**src/rtl/irq_src_pkg.sv**
```systemverilog
package irq_src_pkg;
  typedef enum logic [1:0] {
    TRIG_HIGH = 2'd0,
    TRIG_LOW  = 2'd1,
    TRIG_RISE = 2'd2,
    TRIG_FALL = 2'd3
  } trig_e;

  localparam int A_ENA_SET = 16;
  localparam int A_ENA_CLR = 17;
  localparam int A_MASK    = 18;
  localparam int A_PEND    = 19;
  localparam int A_SW_SET  = 20;
  localparam int A_SW_CLR  = 21;
  localparam int A_IRQ_VEC = 22;
  localparam int A_FIQ_VEC = 23;
  localparam int A_CUR     = 24;
  localparam int A_CORE    = 25;
endpackage

```
**src/rtl/irq_src_cell.sv**
```systemverilog
module irq_src_cell
  import irq_src_pkg::*;
(
  input  logic  clk,
  input  logic  rst,
  input  logic  raw_in,
  input  trig_e trig,
  input  logic  sw_set,
  input  logic  sw_clr,
  input  logic  auto_clr,
  output logic  pend
);
  logic s1, s2, prev, lat;
  logic edge_mode, edge_hit;

  always_ff @(posedge clk) begin
    if (rst) begin
      s1   <= 1'b0;
      s2   <= 1'b0;
      prev <= 1'b0;
    end else begin
      s1   <= raw_in;
      s2   <= s1;
      prev <= s2;
    end
  end

  assign edge_mode = trig[1];
  assign edge_hit  = edge_mode &&
                     ((trig == TRIG_RISE) ? (s2 && !prev) : (!s2 && prev));

  // a fresh edge wins over a clear in the same cycle so no event is lost
  always_ff @(posedge clk) begin
    if (rst || !edge_mode) lat <= 1'b0;
    else if (edge_hit || sw_set) lat <= 1'b1;
    else if (sw_clr || auto_clr) lat <= 1'b0;
  end

  assign pend = edge_mode ? lat : (s2 ^ (trig == TRIG_LOW));


  edge_latch_chk: assert property (@(posedge clk) disable iff (rst)
    edge_hit |=> lat);

  level_nolatch_chk: assert property (@(posedge clk) disable iff (rst)
    (!edge_mode && sw_set) |=> !lat);
endmodule

```
**src/rtl/irq_src_sel.sv**
```systemverilog
module irq_src_sel #(
  parameter int N  = 8,
  localparam int IW = $clog2(N)
) (
  input  logic [N-1:0]  req,
  output logic          vld,
  output logic [IW-1:0] idx
);
  always_comb begin
    vld = 1'b0;
    idx = '0;
    for (int i = N - 1; i >= 0; i--) begin
      if (req[i]) begin
        vld = 1'b1;
        idx = IW'(i);
      end
    end
  end
endmodule

```
**src/rtl/irq_src_ctrl.sv**
```systemverilog
module irq_src_ctrl
  import irq_src_pkg::*;
#(
  parameter int NSRC = 8,
  parameter int AW   = 5,
  parameter int DW   = 32,
  localparam int IW  = $clog2(NSRC)
) (
  input  logic            clk,
  input  logic            rst,
  input  logic [NSRC-1:0] src_in,
  input  logic            bus_wr,
  input  logic            bus_rd,
  input  logic [AW-1:0]   bus_addr,
  input  logic [DW-1:0]   bus_wdata,
  output logic [DW-1:0]   bus_rdata,
  output logic            n_irq,
  output logic            n_fiq
);
  trig_e           trig_q [NSRC];
  logic [NSRC-1:0] ff_q, mask_q, pend;
  logic [NSRC-1:0] irq_cand, fiq_cand, cmd;
  logic [IW-1:0]   cur_q, sel_idx, midx;
  logic            sel_vld, mode_hit;
  logic            wr_ena, wr_dis, wr_set, wr_clr, rd_ivec, rd_fvec;
  logic            unused_hi;

  assign cmd       = bus_wdata[NSRC-1:0];
  assign unused_hi = ^bus_wdata;
  assign midx      = bus_addr[IW-1:0];
  assign mode_hit  = bus_addr < AW'(NSRC);
  assign wr_ena    = bus_wr && bus_addr == AW'(A_ENA_SET);
  assign wr_dis    = bus_wr && bus_addr == AW'(A_ENA_CLR);
  assign wr_set    = bus_wr && bus_addr == AW'(A_SW_SET);
  assign wr_clr    = bus_wr && bus_addr == AW'(A_SW_CLR);
  assign rd_ivec   = bus_rd && bus_addr == AW'(A_IRQ_VEC);
  assign rd_fvec   = bus_rd && bus_addr == AW'(A_FIQ_VEC);

  for (genvar i = 0; i < NSRC; i++) begin : g_src
    logic auto;
    assign auto = (rd_ivec && sel_vld && sel_idx == IW'(i)) ||
                  (i == 0 && rd_fvec);
    irq_src_cell u_cell (
      .clk(clk), .rst(rst), .raw_in(src_in[i]), .trig(trig_q[i]),
      .sw_set(wr_set && cmd[i]), .sw_clr(wr_clr && cmd[i]),
      .auto_clr(auto), .pend(pend[i])
    );
  end

  assign irq_cand = pend & mask_q & ~ff_q & ~NSRC'(1);
  assign fiq_cand = pend & mask_q & (ff_q | NSRC'(1));

  irq_src_sel #(.N(NSRC)) u_sel (.req(irq_cand), .vld(sel_vld), .idx(sel_idx));

  always_ff @(posedge clk) begin
    if (rst) begin
      for (int i = 0; i < NSRC; i++) trig_q[i] <= TRIG_HIGH;
      ff_q   <= '0;
      mask_q <= '0;
      cur_q  <= '0;
      n_irq  <= 1'b1;
      n_fiq  <= 1'b1;
    end else begin
      if (bus_wr && mode_hit) begin
        trig_q[midx] <= trig_e'(bus_wdata[1:0]);
        ff_q[midx]   <= bus_wdata[2];
      end
      if (wr_ena) mask_q <= mask_q | cmd;
      else if (wr_dis) mask_q <= mask_q & ~cmd;
      if (rd_ivec) cur_q <= sel_vld ? sel_idx : '0;
      n_irq <= ~|irq_cand;
      n_fiq <= ~|fiq_cand;
    end
  end

  always_ff @(posedge clk) begin
    if (rst) bus_rdata <= '0;
    else if (bus_rd) begin
      bus_rdata <= '0;
      if (mode_hit) bus_rdata <= DW'({ff_q[midx], trig_q[midx]});
      else begin
        case (int'(bus_addr))
          A_MASK:    bus_rdata <= DW'(mask_q);
          A_PEND:    bus_rdata <= DW'(pend);
          A_IRQ_VEC: bus_rdata <= DW'(sel_vld ? sel_idx : '0);
          A_CUR:     bus_rdata <= DW'(cur_q);
          A_CORE:    bus_rdata <= DW'({n_fiq, n_irq});
          default:   bus_rdata <= '0;
        endcase
      end
    end
  end


  ena_set_chk: assert property (@(posedge clk) disable iff (rst)
    wr_ena |=> (mask_q & $past(cmd)) == $past(cmd));

  ena_clr_chk: assert property (@(posedge clk) disable iff (rst)
    wr_dis |=> (mask_q & $past(cmd)) == '0);

  ivec_cur_chk: assert property (@(posedge clk) disable iff (rst)
    (rd_ivec && sel_vld) |=> cur_q != '0);

  fiq_line_chk: assert property (@(posedge clk) disable iff (rst)
    !n_fiq |-> $past(|fiq_cand));

  irq_line_chk: assert property (@(posedge clk) disable iff (rst)
    !n_irq |-> $past(|irq_cand));
endmodule

```
**config.mk**
```make
export PLATFORM = sky130hd
export DESIGN_NAME = irq_src_ctrl
export DESIGN_NICKNAME = d
export VERILOG_FILES = /design/src/rtl/irq_src_pkg.sv /design/src/rtl/irq_src_cell.sv /design/src/rtl/irq_src_sel.sv /design/src/rtl/irq_src_ctrl.sv
export SDC_FILE = /design/constraint.sdc
export NUM_CORES = 1
export LEC_CHECK = 0
export CAP_MARGIN = 0
export CORE_ASPECT_RATIO = 0.9
export CORE_UTILIZATION = 52
export DETAILED_ROUTE_END_ITERATION = 7
export PLACE_DENSITY = 0.83
export RECOVER_POWER = 50
export SLEW_MARGIN = 5
export SYNTH_ARGS = -nofsm -noshare
export SYNTH_HDL_FRONTEND = slang
export SYNTH_SLANG_ARGS = --single-unit
```
**constraint.sdc**
```tcl
create_clock -name clk -period 2.3 [get_ports clk]
set_input_delay 0.23 -clock clk [delete_from_list [all_inputs] [get_ports clk]]
set_output_delay 0.23 -clock clk [all_outputs]
set_load 0.02 [all_outputs]
```
# Word-level counts from Yosys, hierarchy flattened
# Memory sizes are Yosys's and may differ from the RTL's.
# Cells that the tools add are included.
# op_classes
n_eq_ne,33
muxes,65
n_reduce_logical,121
magnitude_cmp,3
bitwise,15
# ops
cell,n
$logic_and A1 B1 Y1,57
$eq A5 B5 Y1 const B,10
$mux W1,47
$pmux W8 S5,1
$and A8 B8 Y8,4
$mux W3,10
$logic_not A1 Y1,26
$logic_or A1 B1 Y1,25
$mux W8,3
$reduce_bool A2 Y1,9
$eq A2 B1 Y1 const B,8
$eq A2 B2 Y1 const B,8
$not A8 Y8,2
$eq A3 B3 Y1 const B,4
$bwmux W8,1
$or A8 B8 Y8,1
$reduce_or A8 Y1,1
$xor A1 B1 Y1,8
$reduce_or A7 Y1,1
$eq A3 B2 Y1 const B,2
$lt A5 B4 Y1 const B,1
$lt A3 B4 Y1 const B,1
$bmux W1 S3,1
$demux W1 S3,1
5 further kinds,5
# totals
mem_count,1
wordCells,276
out_inout_bits,34
ramBits,16
in_bits,49
register_bits,85
# mem_list
memory,words,word_bits,rd,rd_clocked_by_memory_dff,wr,line_no,rtl
trig_q,8,2,9,0,8,irq_src_ctrl.sv:20,trig_e trig_q [NSRC];

# Depth between registers and ports, before layout
# Gate-level depths: netlist of run 1.
# An unclocked memory read counts as a cell.
# logic_depth
depth_word,19
ltp_mapped,7
ltp_nobuf,5

# Hierarchy
# Synthesis of run 1 repeated with hierarchy kept, for this count alone.
# unflattened
hier_cells,446
hier_area_um2,4154.0
# by_module_without_submodules
mod,seq_area_each_um2,instances,cells_each,area_each_um2
irq_src_ctrl,1061.0,1,313,2812.7
irq_src_cell,80.1,8,15,157.7
irq_src_sel,0.0,1,13,80.1

# Least setup slack after synthesis of run 1
# OpenSTA, ideal clock, no wires.
# synth_path
kind,reg2reg
from,memory trig_q[1][0] (netlist name)
to,register g_src[6].u_cell.lat
n_path_buf,0
synth_period_minus_slack_ns,1.598
setup_ns,0.128
t_arrival_ns,1.471
stages_incl_launch_ff,6
required_time_ns,2.172
slack_ns,0.702
path_cell_list,edfxtp_1 -> xor2_1 -> o2111a_1 -> nand4b_1 -> o311ai_1 -> a21oi_1
# synth_lines
item,line_no,rtl
start: declaration,irq_src_ctrl.sv:20,
end signal: assignment,irq_src_cell.sv:34,if (rst || !edge_mode) lat <= 1'b0;
end signal: assignment,irq_src_cell.sv:35,else if (edge_hit || sw_set) lat <= 1'b1;
end signal: assignment,irq_src_cell.sv:36,else if (sw_clr || auto_clr) lat <= 1'b0;
end: declaration,irq_src_cell.sv:13,"logic s1, s2, prev, lat;"

==> metrics.md, run 1 <==
| Metric | Value |
|---|---|
| Iteration-0 DRC count of the detailed router | `299` |
| Register area share after synthesis | `41.77%` |
| Flop2flop setup slack | `0.40 ns` |
| Vias | `3548` |
| Dpl hpwl | `7530 um` |
| Routed Antenna Nets | `0` |
| Nets@finish | `530` |
| CTS sink count | `77` |
| First-pass GRT wire length | `16200 um` |
| Hold Slack | `0.4081 ns` |
| Share of cells above drive strength 1 | `8.642%` |
| GR Overflow Total | `0` |
| Synth Flop Type | `dfxtp_1` |
| Post_cts resized | `0` |
| Wire length per cell | `17.58 um` |
| Worst Setup EP | `g_src[6].u_cell.lat` |
| Mean post-synth cell area | `9.322 um^2` |
| Met3 Use GR | `5.142%` |
| CP endpoint kind | `register` |
| Kind of critical path | `reg2reg` |
| Hold Violations, Final | `0` |
| Max-Cap Viols | `0` |
| Synth Instances | `437` |
| Status | `complete, no violations` |
| Final Skew | `0.007098 ns` |
| Fmax | `527.4 MHz` |
| Slew Limit Fails | `0` |
| Critical Path RT | `2.54 ns` |
| CP max stage delay | `0.45 ns` |
| DR DRC count | `0` |
| Synth top area share | `29.98%` |
| Final GP Congestion | `0.9398` |
| Setup Buffers After CTS | `0` |
| Die Ht | `85.97 um` |
| Async SR Flop Fraction | `0%` |
| Largest area contributor in the netlist | `dfxtp_1` |
| Number of global-route vias before repair | `3254` |
| Mapped Area | `4074 um^2` |
| Total GRT Usage | `26.15%` |
| Worst vdd ir | `0.0004932 V` |
| Root Buffer | `clkbuf_8` |
| CP startpoint | `trig_q[1][0]` |
| Worst-Skew Late Latency | `0.36 ns` |
| GRT met2 Usage | `41.75%` |
| Initial core utilization | `53.73%` |
| Reg2Reg Launch Point | `trig_q[1][0]` |
| Hold-fix buffers, CTS | `0` |
| Clock transition at path regs | `0.08 ns` |
| RSZ-0062 raised after global routing | `no` |
| GR peak layer | `met2` |
| Rows | `30` |
| Cell Area, Placed | `4484 um^2` |
| Pin count of the biggest net entering global routing | `24` |
| DIE AREA | `8193 um^2` |
| Via density per instance | `6.096` |
| FF-to-FF path depth | `5` |
| Slowest cell on the critical path | `edfxtp_1` |
| CTS tree | `done` |
| Worst-Margin Slew | `0.9950 ns` |
| R2R Path End | `g_src[6].u_cell.lat` |
| Fin area | `4649 um^2` |
| Die W | `95.30 um` |
| WL final | `10230 um` |
| Power Density | `599.3 nW/um^2` |
| Final period util | `82.44%` |
| Ports | `83` |
| Clock buffer depth | `2` |
| Post-synth top cells | `dfxtp_1 (61), nand2_1 (49), nor2b_1 (35)` |
| Worst Setup Start Kind | `register` |
| Number of antenna violations at the first check in global routing | `0` |
| Layout area overhead | `14.13%` |
| Cell with the most instances after synthesis | `dfxtp_1` |
| Ant diodes | `0` |
| H-tree depth | `3` |
| Number of synthesized flops with an enable pin | `16` |
| Leak | `1.777 nW` |
| Cell variety after synth | `61` |
| Final TNS setup | `0 ns` |
| Core area | `7582 um^2` |
| Buf+Inv Stages, Crit Path | `0` |
| Stages on worst setup path | `5` |
| Path type of the worst min-delay path | `in2reg` |
| Port bufs | `34` |
| Yosys warnings | `0` |
| Cell Chain, Critical Path | `xor2_1, o2111a_1, nand4b_1, o311ai_1, a21oi_1` |
| Synth Register Bits | `77` |
| Critical Path AT | `2.14 ns` |
| CTS buffer count | `9` |
| Min Clock Period, post-route | `1.896 ns` |
| Worst-path fanout max | `6` |
| M1 GR Usage | `35.01%` |
| Pre-antenna DRT Iters | `5` |
| Final setup fails | `0` |
| Crit path max-delay family | `compound AO/OA/AOI/OAI gates` |
| Synth top area cells | `dfxtp_1 (30%), edfxtp_1 (12%), nor2b_1 (5.4%), buf_4 (4.8%), nand2_1 (4.5%)` |
| Slew Limit Headroom | `33.67%` |
## worst min-delay path by stage
stage	from	end	slack, ns	depth (start not counted)
after floorplan	bus_wdata[7]	register	0.35	1
after global placement	g_src[1].u_cell.s1	g_src[1].u_cell.s2	0.42	1
after detailed placement	g_src[5].u_cell.s1	g_src[5].u_cell.s2	0.42	1
after CTS	rst	ff_q[5]	0.24	2
after global routing	rst	ff_q[3]	0.44	2
final	rst	ff_q[5]	0.41	2
## layout by cell type, fill, tap and decap left out, types with 5 or more instances in the layout
master | Yosys | final
nor2_1 | 32 | 32
nor2b_1 | 35 | 35
inv_1 | 11 | 11
a21oi_1 | 20 | 20
a221oi_1 | 8 | 8
dfxtp_1 | 61 | 61
dlygate4sd3_1 | 0 | 10
edfxtp_1 | 16 | 16
nand3_1 | 11 | 11
buf_4 | 26 | 19
nand2b_1 | 13 | 13
conb_1 | 1 | 24
and3_1 | 5 | 5
clkbuf_8 | 0 | 9
a311oi_1 | 6 | 6
o2111ai_1 | 6 | 6
mux2i_1 | 11 | 11
a22oi_1 | 6 | 6
xor2_1 | 7 | 7
nand3b_1 | 5 | 6
nor3b_1 | 6 | 6
o2bb2ai_1 | 6 | 6
clkdlybuf4s50_1 | 0 | 23
o21ai_0 | 12 | 12
nand2_1 | 49 | 49
## stage by stage
step	setup slack (ns)	instances	total power, mW	util (%)
3_5_place_dp	0.08990	566	1.807	59.14
3_3_place_gp	0.1188	566	1.797	59.14
2_1_floorplan	0.7017	460	1.714	-
6_report	0.4040	582	2.786	61.32
4_1_cts	0.4252	582	2.791	61.65
5_1_grt	0.2458	582	2.889	61.32
## kinds of logic (layout without fill, tap and decap cells)
family                 Yosys count  in the layout  synth area share, %
buffers and inverters           58             84                8.384
other                            1             24              0.09205
multiplexers                    18             18                6.573
AND/OR/NAND/NOR                181            181                24.20
flip-flops                      77             77                41.77
AO/OA/AOI/OAI                   94             94                17.26
XOR/XNOR                         8              8                1.720
## routing by layer
metal	up-vias	routed length, um	part of all wire, %
met2	205	4864	48
met4	0	242	2.4
met5	-	0	0
met1	1683	4220	41
li1	1629	-	-
met3	31	905	8.8
## layout make-up
type / count / area [um^2]
Fill cell: 662 / 2933
Inverter: 12 / 45.04
Clock buffer: 9 / 123.9
Sequential cell: 77 / 1702
Clock inverter: 7 / 66.31
Tap cell: 96 / 120.1
Timing Repair Buffer: 56 / 488.0
Multi-Input combinational cell: 325 / 2105
## worst register-to-register path: stages (launching register included)
cell and delay (ns):
edfxtp_1 0.45, xor2_1 0.22, o2111a_1 0.33, nand4b_1 0.32
o311ai_1 0.37, a21oi_1 0.10
## where the power goes
| group | switching [mW] | leakage (nW) | internal [mW] |
|---|---|---|---|
| sequential | 0.0401 | 0.649 | 1.42 |
| combinational | 0.194 | 1.04 | 0.128 |
| clock | 0.514 | 0.0903 | 0.493 |
| total | 0.748 | 1.78 | 2.04 |
(Power assumes the default switching activity.)
==> run 2, diff against run 1 <==
==> constraint.sdc (replaced) <==
create_clock -name clk -period 1.9 [get_ports clk]
set_input_delay 0.19 -clock clk [delete_from_list [all_inputs] [get_ports clk]]
set_output_delay 0.19 -clock clk [all_outputs]
set_load 0.02 [all_outputs]
==> run 2 against run 1 <==
Effect of this change:
- final cell count increased by 3.6%
- combinational power increased by 29%
- sequential share of layout area decreased by 1.4 points
- utilization increased by 2.4 points
- critical path depth unchanged
- global-route usage increased by 1.4 points
- fmax increased by 2.7%
- cell area increased by 4.0%
- sequential power increased by 21%
- critical endpoint is now g_src[7].u_cell.lat
- highest routed layer unchanged
- worst setup slack got worse by 0.35 ns
==> metrics.md, run 2 (synthesized netlist as in run 1, its figures left out) <==
| Metric | Value |
|---|---|
| Fmax | `541.5 MHz` |
| Final setup fails | `0` |
| Net Switching | `0.8937 mW` |
| Worst-path fanout max | `4` |
| Slowest cell on the critical path | `edfxtp_1` |
| Share of cells above drive strength 1 | `12.82%` |
| Die Ht | `85.97 um` |
| CP max stage delay | `0.48 ns` |
| Iteration-0 DRC count of the detailed router | `373` |
| Total GRT Usage | `27.56%` |
| Dpl hpwl | `8074 um` |
| Pin count of the biggest net entering global routing | `30` |
| Commonest non-fill, non-tap cells in the layout | `dfxtp_1 (61), nand2_1 (49), buf_4 (36)` |
| Ant diodes | `0` |
| Layout area overhead | `18.67%` |
| Critical Path AT | `2.08 ns` |
| Number of global-route vias before repair | `3444` |
| Vias | `3654` |
| Clock share of power | `35.3%` |
| Cell Chain, Critical Path | `xor2_1, o211a_1, a221oi_1, and4b_1, o32ai_1` |
| DIE AREA | `8193 um^2` |
| First-pass GRT wire length | `16840 um` |
| CTS buffer count | `9` |
| Crit path max-delay family | `compound AO/OA/AOI/OAI gates` |
| Critical Path RT | `2.14 ns` |
| Ports | `83` |
| Buf+Inv Stages, Crit Path | `0` |
| Die W | `95.30 um` |
| Kind of critical path | `reg2reg` |
| Pre-CTS setup slack | `-0.2689 ns` |
| CP startpoint | `trig_q[5][0]` |
| Inst Count DP | `587` |
| Min-delay src | `rst` |
| Via density per instance | `6.060` |
| Final Skew | `0.01207 ns` |
| Worst-Skew Late Latency | `0.36 ns` |
| Hold Slack | `0.3381 ns` |
| Initial core utilization | `53.73%` |
| Status | `complete, no violations` |
| GR Overflow Total | `0` |
| Hold Violations, Final | `0` |
| Port bufs | `34` |
| Clock buffer depth | `2` |
| Min Clock Period, post-route | `1.847 ns` |
| DR DRC count | `0` |
| Pre-antenna DRT Iters | `5` |
| Rows | `30` |
| Area of the multi-input gates | `2135 um^2` |
| Root Buffer | `clkbuf_8` |
| Final GP Congestion | `0.9424` |
| Nets@finish | `551` |
| Wire length per cell | `17.91 um` |
| Hold-fix buffers, CTS | `0` |
| Final setup margin | `0.05311 ns` |
| Number of antenna violations at the first check in global routing | `0` |
| Logic gate share of total power | `12.3%` |
| Leak | `1.873 nW` |
| Slew Limit Headroom | `27.80%` |
| H-tree depth | `3` |
| Max-Cap Viols | `0` |
| Filler cells | `627` |
| Tot Pwr | `3.374 mW` |
| Worst-Margin Slew | `1.083 ns` |
| Clock transition at path regs | `0.08 ns` |
| Register area | `1702 um^2` |
| Power Density | `697.9 nW/um^2` |
| CTS tree | `done` |
| Slew Limit Fails | `0` |
| CP endpoint kind | `register` |
| Worst Setup Start Kind | `register` |
| Commonest non-fill, non-tap cell in the layout | `dfxtp_1` |
| Internal cell power | `2.480 mW` |
| Worst vdd ir | `0.0004855 V` |
| Reg2Reg Launch Point | `trig_q[5][0]` |
| Final TNS setup | `0 ns` |
| Path type of the worst min-delay path | `in2reg` |
| WL final | `10800 um` |
| Setup Buffers After CTS | `0` |
| RSZ-0062 raised after global routing | `yes` |
| CTS sink count | `77` |
| Post-Layout Cell Count | `603` |
| Final period util | `97.20%` |
| Sw frac | `26.49%` |
| Sequential share of power | `52.4%` |
| Core area | `7582 um^2` |
| Routed Antenna Nets | `0` |
[run 2: cell types whose count changed in the layout (fill, tap and decap cells not counted), sizes merged]
cell,change
buf,+18
clkbuf,+4
clkdlybuf4s50,+4
clkinvlp,-1
dlygate4sd3,-4
[run 2: worst paths after layout]
kind         slack [ns]  cells after the start             endpoint
max reg2reg        0.05                      5  g_src[7].u_cell.lat
max                0.05                      5  g_src[7].u_cell.lat
min reg2reg        0.44                      1   g_src[6].u_cell.s2
min                0.34                      3         bus_rdata[5]
[run 2: cell type report]
type / instances / share of cell area (%)
Multi-Input combinational cell: 325 / 44.15
Sequential cell: 77 / 35.20
Timing Repair Buffer: 77 / 13.48
Clock buffer: 10 / 2.640
Tap cell: 96 / 2.484
Clock inverter: 6 / 1.113
Inverter: 12 / 0.9317
[run 2: timing repair]
item / CTS / global route
endpoints found under the setup margin: 2 / 5
gates resized for setup: 1 / 4
endpoints found under the hold margin: 0 / 0
pin swaps: 0 / 0
[run 2: metrics by stage]
| stage | utilization [%] | area [um^2] |
|---|---|---|
| 6_report | 63.76 | 4835 |
| 5_1_grt | 63.76 | 4835 |
| 4_1_cts | 63.86 | 4842 |
| 3_5_place_dp | 61.39 | 4654 |
| 3_3_place_gp | 61.39 | 4654 |
| 2_1_floorplan | - | 4160 |
[run 2: power by group through the flow]
| stage | Combinational (mW) | Clock [mW] | Sequential, mW |
|---|---|---|---|
| after floorplan | 0.290 | 0 | 1.78 |
| after global placement | 0.401 | 0 | 1.80 |
| after detailed placement | 0.411 | 0 | 1.80 |
| after CTS | 0.415 | 1.20 | 1.76 |
| after global routing | 0.446 | 1.28 | 1.77 |
| final | 0.416 | 1.19 | 1.77 |
[run 2: per-layer routing]
| metal | up-vias | global-route usage, % | routed length [um] |
|---|---|---|---|
| met2 | 223 | 43.83 | 5024 |
| li1 | 1669 | - | - |
| met4 | 0 | 14.33 | 459 |
| met1 | 1710 | 33.80 | 4273 |
| met3 | 52 | 7.801 | 1040 |
| met5 | - | 0 | 0 |
[run 2: worst reg2reg max path, stage by stage, from the launching register on]
cell and delay [ns]:
edfxtp_1 0.48, xor2_1 0.23, o211a_1 0.27, a221oi_1 0.41
and4b_1 0.25, o32ai_1 0.08
